**config.mk**
```make
export PLATFORM = sky130hd
export DESIGN_NAME = intc_access_xlate
export DESIGN_NICKNAME = d
export VERILOG_FILES = /design/src/rtl/intc_xlate_pkg.sv /design/src/rtl/intc_mode_ctrl.sv /design/src/rtl/intc_acc_decode.sv /design/src/rtl/intc_rsp_stage.sv /design/src/rtl/intc_access_xlate.sv
export SDC_FILE = /design/constraint.sdc
export NUM_CORES = 1
export LEC_CHECK = 0
export BUFFER_PORTS_ARGS = -buffer_cell sky130_fd_sc_hd__clkbuf_2
export CORE_AREA = 3 3 159 161
export DETAILED_ROUTE_END_ITERATION = 8
export DIE_AREA = 0 0 162 164
export SLEW_MARGIN = 0
export SYNTH_ARGS = -nofsm -noshare
export SYNTH_HDL_FRONTEND = slang
export SYNTH_SLANG_ARGS = --single-unit
```
**constraint.sdc**
```tcl
create_clock -name clk -period 1.75 [get_ports clk]
set_input_delay 0.35 -clock clk [delete_from_list [all_inputs] [get_ports clk]]
set_output_delay 0.35 -clock clk [all_outputs]
set_load 0.005 [all_outputs]
```
**src/rtl/intc_xlate_pkg.sv**
```systemverilog
// Package: shared mode type, control-bit positions and the transition rule.
// Assumes control bits 11 (enable) and 10 (extended) are fixed by the register layout.
package intc_xlate_pkg;

    typedef enum logic [1:0] {
        MODE_OFF    = 2'b00,
        MODE_LEGACY = 2'b01,
        MODE_EXT    = 2'b10
    } intc_mode_e;

    localparam int CTL_EN_BIT  = 11;
    localparam int CTL_EXT_BIT = 10;

    // Legal moves: off->{off,legacy}, legacy->{legacy,ext,off}, ext->{ext,off}.
    function automatic logic mode_step_ok(input logic cur_en, input logic cur_ext,
                                          input logic nxt_en, input logic nxt_ext);
        logic ok;
        if (!cur_en)      ok = !nxt_ext;
        else if (!cur_ext) ok = nxt_en || !nxt_ext;
        else              ok = (nxt_en == nxt_ext);
        return ok;
    endfunction

endpackage

```
**src/rtl/intc_mode_ctrl.sv**
```systemverilog
// Module: control register holding base page, enable and extended bits.
// It applies a write only when the mode change is legal, and pulses err_o for
// one cycle when it is not. Assumes PHYS_W is between 13 and 63.
module intc_mode_ctrl
    import intc_xlate_pkg::*;
#(
    parameter int PHYS_W = 40,
    parameter logic [PHYS_W-13:0] BASE_RST = 'hFEE00
) (
    input  logic        clk,
    input  logic        rst_n,
    input  logic        wr_i,
    input  logic [63:0] wdata_i,
    output logic [63:0] rdata_o,
    output logic        err_o,
    output intc_mode_e  mode_o
);
    localparam int BASE_W = PHYS_W - 12;

    logic              en_q, ext_q, err_q;
    logic [BASE_W-1:0] base_q;
    logic              step_ok;
    logic              unused_bits;

    assign unused_bits = ^{wdata_i[63:PHYS_W], wdata_i[9:0]};

    // Legality of the requested mode change.
    assign step_ok = mode_step_ok(en_q, ext_q, wdata_i[CTL_EN_BIT], wdata_i[CTL_EXT_BIT]);

    // Register update: accepted writes load everything, rejected ones only flag.
    always_ff @(posedge clk) begin
        if (!rst_n) begin
            en_q   <= 1'b1;
            ext_q  <= 1'b0;
            base_q <= BASE_RST;
            err_q  <= 1'b0;
        end else begin
            err_q <= wr_i && !step_ok;
            if (wr_i && step_ok) begin
                en_q   <= wdata_i[CTL_EN_BIT];
                ext_q  <= wdata_i[CTL_EXT_BIT];
                base_q <= wdata_i[PHYS_W-1:12];
            end
        end
    end

    // Readback image of the control register.
    always_comb begin
        rdata_o              = '0;
        rdata_o[PHYS_W-1:12] = base_q;
        rdata_o[CTL_EN_BIT]  = en_q;
        rdata_o[CTL_EXT_BIT] = ext_q;
    end

    // Mode encoding from the two state bits.
    always_comb begin
        if (ext_q)     mode_o = MODE_EXT;
        else if (en_q) mode_o = MODE_LEGACY;
        else           mode_o = MODE_OFF;
    end

    assign err_o = err_q;

    AST_NO_EXT_WHILE_OFF: assert property (@(posedge clk) disable iff (!rst_n)
        ext_q |-> en_q);
    AST_EXT_EXIT_VIA_OFF: assert property (@(posedge clk) disable iff (!rst_n)
        (ext_q && !ext_q == 1'b0) |=> (ext_q || !en_q));
    AST_EXT_ENTRY_ENABLED: assert property (@(posedge clk) disable iff (!rst_n)
        $rose(ext_q) |-> $past(en_q));
    AST_REJECT_HOLDS_BASE: assert property (@(posedge clk) disable iff (!rst_n)
        err_q |-> $stable(base_q));

endmodule

```
**src/rtl/intc_acc_decode.sv**
```systemverilog
// Module: combinational translator from the access styles to the internal index.
// Legacy offsets drop their low nibble, and extended indices subtract EXT_BASE.
// Mode-dependent filtering is applied afterwards. Assumes ADDR_W > IDX_W + 4.
module intc_acc_decode
    import intc_xlate_pkg::*;
#(
    parameter int ADDR_W   = 12,
    parameter int IDX_W    = 6,
    parameter int EXT_BASE = 'h800,
    parameter int DFR_IDX  = 'h0E,
    parameter int CMD_IDX  = 'h30
) (
    input  intc_mode_e        mode_i,
    input  logic              wr_i,
    input  logic              ext_i,
    input  logic              wide_i,
    input  logic [ADDR_W-1:0] addr_i,
    output logic              ok_o,
    output logic [IDX_W-1:0]  idx_o
);
    localparam int OFF_TOP = IDX_W + 4;
    localparam int NREG    = 1 << IDX_W;
    localparam logic [IDX_W-1:0] DFR_I  = IDX_W'(DFR_IDX);
    localparam logic [IDX_W-1:0] CMD_LO = IDX_W'(CMD_IDX);
    localparam logic [IDX_W-1:0] CMD_HI = IDX_W'(CMD_IDX + 1);

    logic [ADDR_W:0]  rel;
    logic             leg_ok, ext_ok;
    logic [IDX_W-1:0] leg_idx, ext_idx;

    // Legacy style: aligned offset inside the window, 32-bit only.
    always_comb begin
        leg_idx = addr_i[OFF_TOP-1:4];
        leg_ok  = !ext_i && !wide_i && (addr_i[3:0] == 4'h0)
                  && (addr_i[ADDR_W-1:OFF_TOP] == '0);
    end

    // Extended style: index in range, with the per-register restrictions.
    always_comb begin
        rel     = {1'b0, addr_i} - (ADDR_W+1)'(EXT_BASE);
        ext_idx = rel[IDX_W-1:0];
        ext_ok  = ext_i && (rel < (ADDR_W+1)'(NREG));
        if (ext_idx == DFR_I)                   ext_ok = 1'b0;
        if (ext_idx == CMD_HI)                  ext_ok = 1'b0;
        if (ext_idx == CMD_LO && wr_i && !wide_i) ext_ok = 1'b0;
        if (wide_i && ext_idx != CMD_LO)        ext_ok = 1'b0;
    end

    // Select by current mode.
    always_comb begin
        case (mode_i)
            MODE_LEGACY: begin ok_o = leg_ok; idx_o = leg_idx; end
            MODE_EXT:    begin ok_o = ext_ok; idx_o = ext_idx; end
            default:     begin ok_o = 1'b0;   idx_o = leg_idx; end
        endcase
    end

endmodule

```
**src/rtl/intc_rsp_stage.sv**
```systemverilog
// Module: one-cycle response register for accesses.
// Rejected accesses and writes return zero data. Assumes the register file read is combinational.
module intc_rsp_stage (
    input  logic        clk,
    input  logic        rst_n,
    input  logic        req_i,
    input  logic        ok_i,
    input  logic        wr_i,
    input  logic        wide_i,
    input  logic [63:0] rf_rdata_i,
    output logic        valid_o,
    output logic        err_o,
    output logic [63:0] rdata_o
);
    // Capture result of the access presented this cycle.
    always_ff @(posedge clk) begin
        if (!rst_n) begin
            valid_o <= 1'b0;
            err_o   <= 1'b0;
            rdata_o <= '0;
        end else begin
            valid_o <= req_i;
            err_o   <= req_i && !ok_i;
            if (req_i && ok_i && !wr_i)
                rdata_o <= wide_i ? rf_rdata_i : {32'h0, rf_rdata_i[31:0]};
            else
                rdata_o <= '0;
        end
    end

    AST_ERR_ZERO_DATA: assert property (@(posedge clk) disable iff (!rst_n)
        err_o |-> (rdata_o == 64'h0));
    AST_ERR_WITH_VALID: assert property (@(posedge clk) disable iff (!rst_n)
        err_o |-> valid_o);

endmodule

```
**src/rtl/intc_access_xlate.sv**
```systemverilog
// Module: top of the mode and access translator.
// It ties the control register, the style decoder and the response stage together,
// and drives the internal register file strobes. Assumes one access per cycle at most.
module intc_access_xlate
    import intc_xlate_pkg::*;
#(
    parameter int PHYS_W   = 40,
    parameter int ADDR_W   = 12,
    parameter int IDX_W    = 6,
    parameter int EXT_BASE = 'h800,
    parameter int DFR_IDX  = 'h0E,
    parameter int CMD_IDX  = 'h30,
    parameter logic [PHYS_W-13:0] BASE_RST = 'hFEE00
) (
    input  logic              clk,
    input  logic              rst_n,
    input  logic              ctl_wr,
    input  logic [63:0]       ctl_wdata,
    output logic [63:0]       ctl_rdata,
    output logic              ctl_err,
    output logic [1:0]        mode,
    input  logic              acc_req,
    input  logic              acc_wr,
    input  logic              acc_ext,
    input  logic              acc_wide,
    input  logic [ADDR_W-1:0] acc_addr,
    input  logic [63:0]       acc_wdata,
    output logic              rsp_valid,
    output logic              rsp_err,
    output logic [63:0]       rsp_rdata,
    output logic              rf_rd,
    output logic              rf_wr,
    output logic              rf_wide,
    output logic [IDX_W-1:0]  rf_idx,
    output logic [63:0]       rf_wdata,
    input  logic [63:0]       rf_rdata
);
    intc_mode_e cur_mode;
    logic       acc_ok;

    intc_mode_ctrl #(.PHYS_W(PHYS_W), .BASE_RST(BASE_RST)) u_mode (
        .clk(clk), .rst_n(rst_n), .wr_i(ctl_wr), .wdata_i(ctl_wdata),
        .rdata_o(ctl_rdata), .err_o(ctl_err), .mode_o(cur_mode)
    );

    intc_acc_decode #(.ADDR_W(ADDR_W), .IDX_W(IDX_W), .EXT_BASE(EXT_BASE),
                      .DFR_IDX(DFR_IDX), .CMD_IDX(CMD_IDX)) u_dec (
        .mode_i(cur_mode), .wr_i(acc_wr), .ext_i(acc_ext), .wide_i(acc_wide),
        .addr_i(acc_addr), .ok_o(acc_ok), .idx_o(rf_idx)
    );

    intc_rsp_stage u_rsp (
        .clk(clk), .rst_n(rst_n), .req_i(acc_req), .ok_i(acc_ok), .wr_i(acc_wr),
        .wide_i(acc_wide), .rf_rdata_i(rf_rdata),
        .valid_o(rsp_valid), .err_o(rsp_err), .rdata_o(rsp_rdata)
    );

    // Register file strobes fire only for accepted accesses.
    always_comb begin
        rf_rd    = acc_req && acc_ok && !acc_wr;
        rf_wr    = acc_req && acc_ok && acc_wr;
        rf_wide  = acc_wide;
        rf_wdata = acc_wdata;
        mode     = cur_mode;
    end

    AST_RF_ONLY_WHEN_ON: assert property (@(posedge clk) disable iff (!rst_n)
        (rf_rd || rf_wr) |-> (cur_mode != MODE_OFF));
    AST_NO_DFR_IN_EXT: assert property (@(posedge clk) disable iff (!rst_n)
        ((cur_mode == MODE_EXT) && (rf_rd || rf_wr)) |-> (rf_idx != IDX_W'(DFR_IDX)));
    AST_CMD_LO_WIDE_WRITE: assert property (@(posedge clk) disable iff (!rst_n)
        ((cur_mode == MODE_EXT) && rf_wr && (rf_idx == IDX_W'(CMD_IDX))) |-> rf_wide);
    AST_RSP_FOLLOWS_REQ: assert property (@(posedge clk) disable iff (!rst_n)
        acc_req |=> rsp_valid);

endmodule

```
==> key figures <==
Outcome
  • Status: finished with violations
  • Failing checks: setup timing

Global route
  • Largest net degree at the start of global routing: 50
  • Vias in the first global route: 3309
  • Congestion Overflow GR: 0
  • Initial antenna violation count: 1
  • First-pass GRT wire length: 21100 um
  • Tot GR Track Use: 0.110

Detailed routing
  • Met2 wire length: 7590 um
  • Post-DR vias/cell: 3.64
  • Top sig layer: met4
  • Wl on met1: between 5000 and 6000 um
  • Metal3 WL: roughly 1600 um
  • Routed wire per std cell: between 15 and 20 um
  • Routed vias: 3577
  • DR DRC count: 0
  • Total Wirelength: roughly 16000 um
  • Antenna-violating nets left: 0
  • Drt pass-1 iters: 4
  • DRT iter0 DRCs: between 150 and 200

CTS
  • Clk pin slew, worst setup/hold paths: approximately 80 ps
  • CTS Buffer Depth: 2
  • Num CTS Buffers: 9
  • Cts hold-fix bufs: 0
  • Worst skew pair latency: between 300 and 400 ps
  • Clk sinks: between 90 and 100
  • Root Driver: clkbuf_16
  • CTS tree: done
  • Htree depth: 3

Min path
  • Hold EP: u_rsp.rdata_o[43]
  • Hold_sp: rf_rdata[43]
  • Worst hold path cell count: 3
  • Hold Path Class: in2reg

Setup path
  • FF-to-FF setup slack: about 110 ps
  • Worst reg2reg startpoint: u_mode.ext_q
  • Worst reg-to-reg path cell count: 8
  • Setup CP Type: reg2out
  • Crit path launch: u_mode.ext_q
  • Crit end category: output port
  • Arr. time, crit path: 1630 ps
  • Critical Path Start Type: flip-flop
  • RR Endpoint: u_rsp.rdata_o[9]
  • Worst Path Max Fanout: 4
  • Critical Path RT: 1400 ps

Logic synthesis
  • Main synth FF type: dfxtp_1
  • Synth Register Bits: 97
  • Mapped Area: 0.00436 sq mm
  • Post-synth EDFFs: 0
  • Mapped Cells: between 400 and 500
  • Post-synth ARST share: 0
  • Yosys cell types: 36
  • Synth Warn #: 0
  • Fraction of the yosys area taken by sequential cells: 0.445
  • Synth Area per Inst: between 8 and 9 sq um

Finish
  • Area Growth Syn to Fin: 32.5%
  • Post-Layout Cell Count: a little under 1000
  • Post-route cell area: around 0.0058 sq mm
  • Fin nets: between 800 and 900
  • Final Util: 0.240
  • Share of layout cells above drive strength 1: 0.483

STA
  • Peak Freq: ~0.5 GHz
  • Setup ws final: -234 ps
  • Final hold violation count: 0
  • Setup_tns: -462 ps
  • Fin crit share: 1.13
  • Setup violators final: 2
  • Setup Skew: approximately 12 ps
  • RSZ-0062 raised after global routing: true
  • Min Tclk post-route: around 2000 ps
  • Slew Limit Fails: 0

Power and ir drop
  • Clk pwr share: 0.399
  • Int Power: ~3.6 mW
  • Peak VDD IR: around 370 uV
  • P per Cell Area: between 800 and 900 mW/mm^2
  • Logic pwr share: 0.126
  • Tot Pwr: 4.86 mW
  • Total net switching power: 1.29 mW
  • Leak: around 2.7 nW
  • Sw frac: 0.265
  • Flop pwr share: 0.475

Placement
  • Placed insts: approximately 960
  • Placed cell area: between 0.005 and 0.006 sq mm
  • Final RePlAce weighted congestion: around 0.77
  • DP HPWL: 12800 um
  • I/O Buffers: 220

Floorplanning
  • Horiz. Die Dim: 162 um
  • DIE AREA: between 0.02 and 0.03 sq mm
  • # IOs: about 420
  • Core box area: between 0.02 and 0.025 sq mm
  • Number of cell rows: 57
  • Initial Util: 0.181
  • Die Ht: between 150 and 200 um

Flow run
  • Max_cap viols: 0
-- synthesized netlist by cell type (3+ instances only) --
cell      instances  area share
a21oi_1           5      0.0057
a21oi_2          30       0.060
buf_1             3      0.0026
buf_2             6      0.0069
buf_4           104        0.18
buf_6             4       0.010
clkbuf_1         13       0.011
dfxtp_1          97        0.44
inv_1            46       0.040
mux2_2            6       0.015
mux2i_1          18       0.041
nand2_1          70       0.060
nand2b_1          3      0.0043
nor2_1            4      0.0034
nor3_1           32       0.037
o21ai_0          10       0.011
o311ai_0         10       0.020
-- critical path, cell delays in order (launching register included) --
cell	delay, ps
dfxtp_2	340
and4bb_1	210
o311a_1	160
nand4_1	130
buf_12	180
a21oi_4	130
buf_2	130
-- per-stage QoR --
step                hold slack (ps)  setup WS [ps]
detailed placement              448           -416
floorplan                       451           3.91
global placement                442           -416
global route                    164           -364
CTS                             171           -296
finish                          193           -234
-- worst max-delay path by stage --
stage | to
final | rf_rd
after global routing | rf_rd
after CTS | rf_rd
after detailed placement | rf_rd
after global placement | rf_rd
after floorplan | rf_rd
-- power groups by stage --
stage	logic, mW	clock network [mW]	registers (mW)
6_report	0.614	1.94	2.31
5_1_grt	0.679	2.16	2.32
4_1_cts	0.609	2.05	2.31
3_5_place_dp	0.601	0	2.36
3_3_place_gp	0.598	0	2.36
2_1_floorplan	0.451	0	2.37
-- flip-flops by register name, summed over array words and instances (netlist names) --
| signal | flops |
|---|---|
| u_rsp.rdata_o | 64 |
| u_mode.err_o | 1 |
| u_rsp.valid_o | 1 |
| u_mode.ext_q | 1 |
| u_mode.en_q | 1 |
| u_mode.base_q | 28 |
| u_rsp.err_o | 1 |
-- per-layer routing --
layer	vias up	global-route usage
li1	1763	-
met1	1547	0.115
met2	204	0.188
met3	63	0.0487
met4	0	0.0589
met5	-	0
-- final cells by class --
type,instances,area [sq um]
Fill cell,2713,18300
Sequential cell,97,1940
Multi-Input combinational cell,245,1510
Timing Repair Buffer,255,1460
Tap cell,324,405
Clock buffer,10,229
Inverter,46,173
Clock inverter,6,57.6
Antenna cell,1,2.50
-- cell families after synthesis --
kind of cell,after synthesis,share of synthesized area
DFF,97,0.445
adders and majority gates,1,0.00287
other,1,0.000859
muxes,24,0.0568
and+or+nand+nor,125,0.134
buffers and inverters,176,0.249
AOI/OAI and AO/OA,61,0.112
-- placed cells by master, fill, tap and decap left out, types with 2 or more instances in the layout --
cell and count:
conb_1 34, o21ai_0 10, a21oi_1 3, nand2b_1 3, a21oi_2 30, mux2i_1 18, nor3_2 4, buf_4 27
o311ai_0 10, o21a_1 2, nand2_1 70, dfxtp_1 96, a21oi_4 2, clkinv_4 2, inv_1 46, inv_6 2
clkbuf_16 10, mux2_2 6, inv_8 2, buf_12 6, nand4bb_1 2, nor3_1 28, clkbuf_2 219, nor2_1 3
and3_1 2, nand4_1 2
-- timing repair --
action | CTS | global route
resized for setup | 4 | 9
pin swaps | 0 | 1
setup endpoints to repair | 6 | 28
cloned | 0 | 1
buffers inserted | 2 | 1
Power figures use the tool's default switching activity.
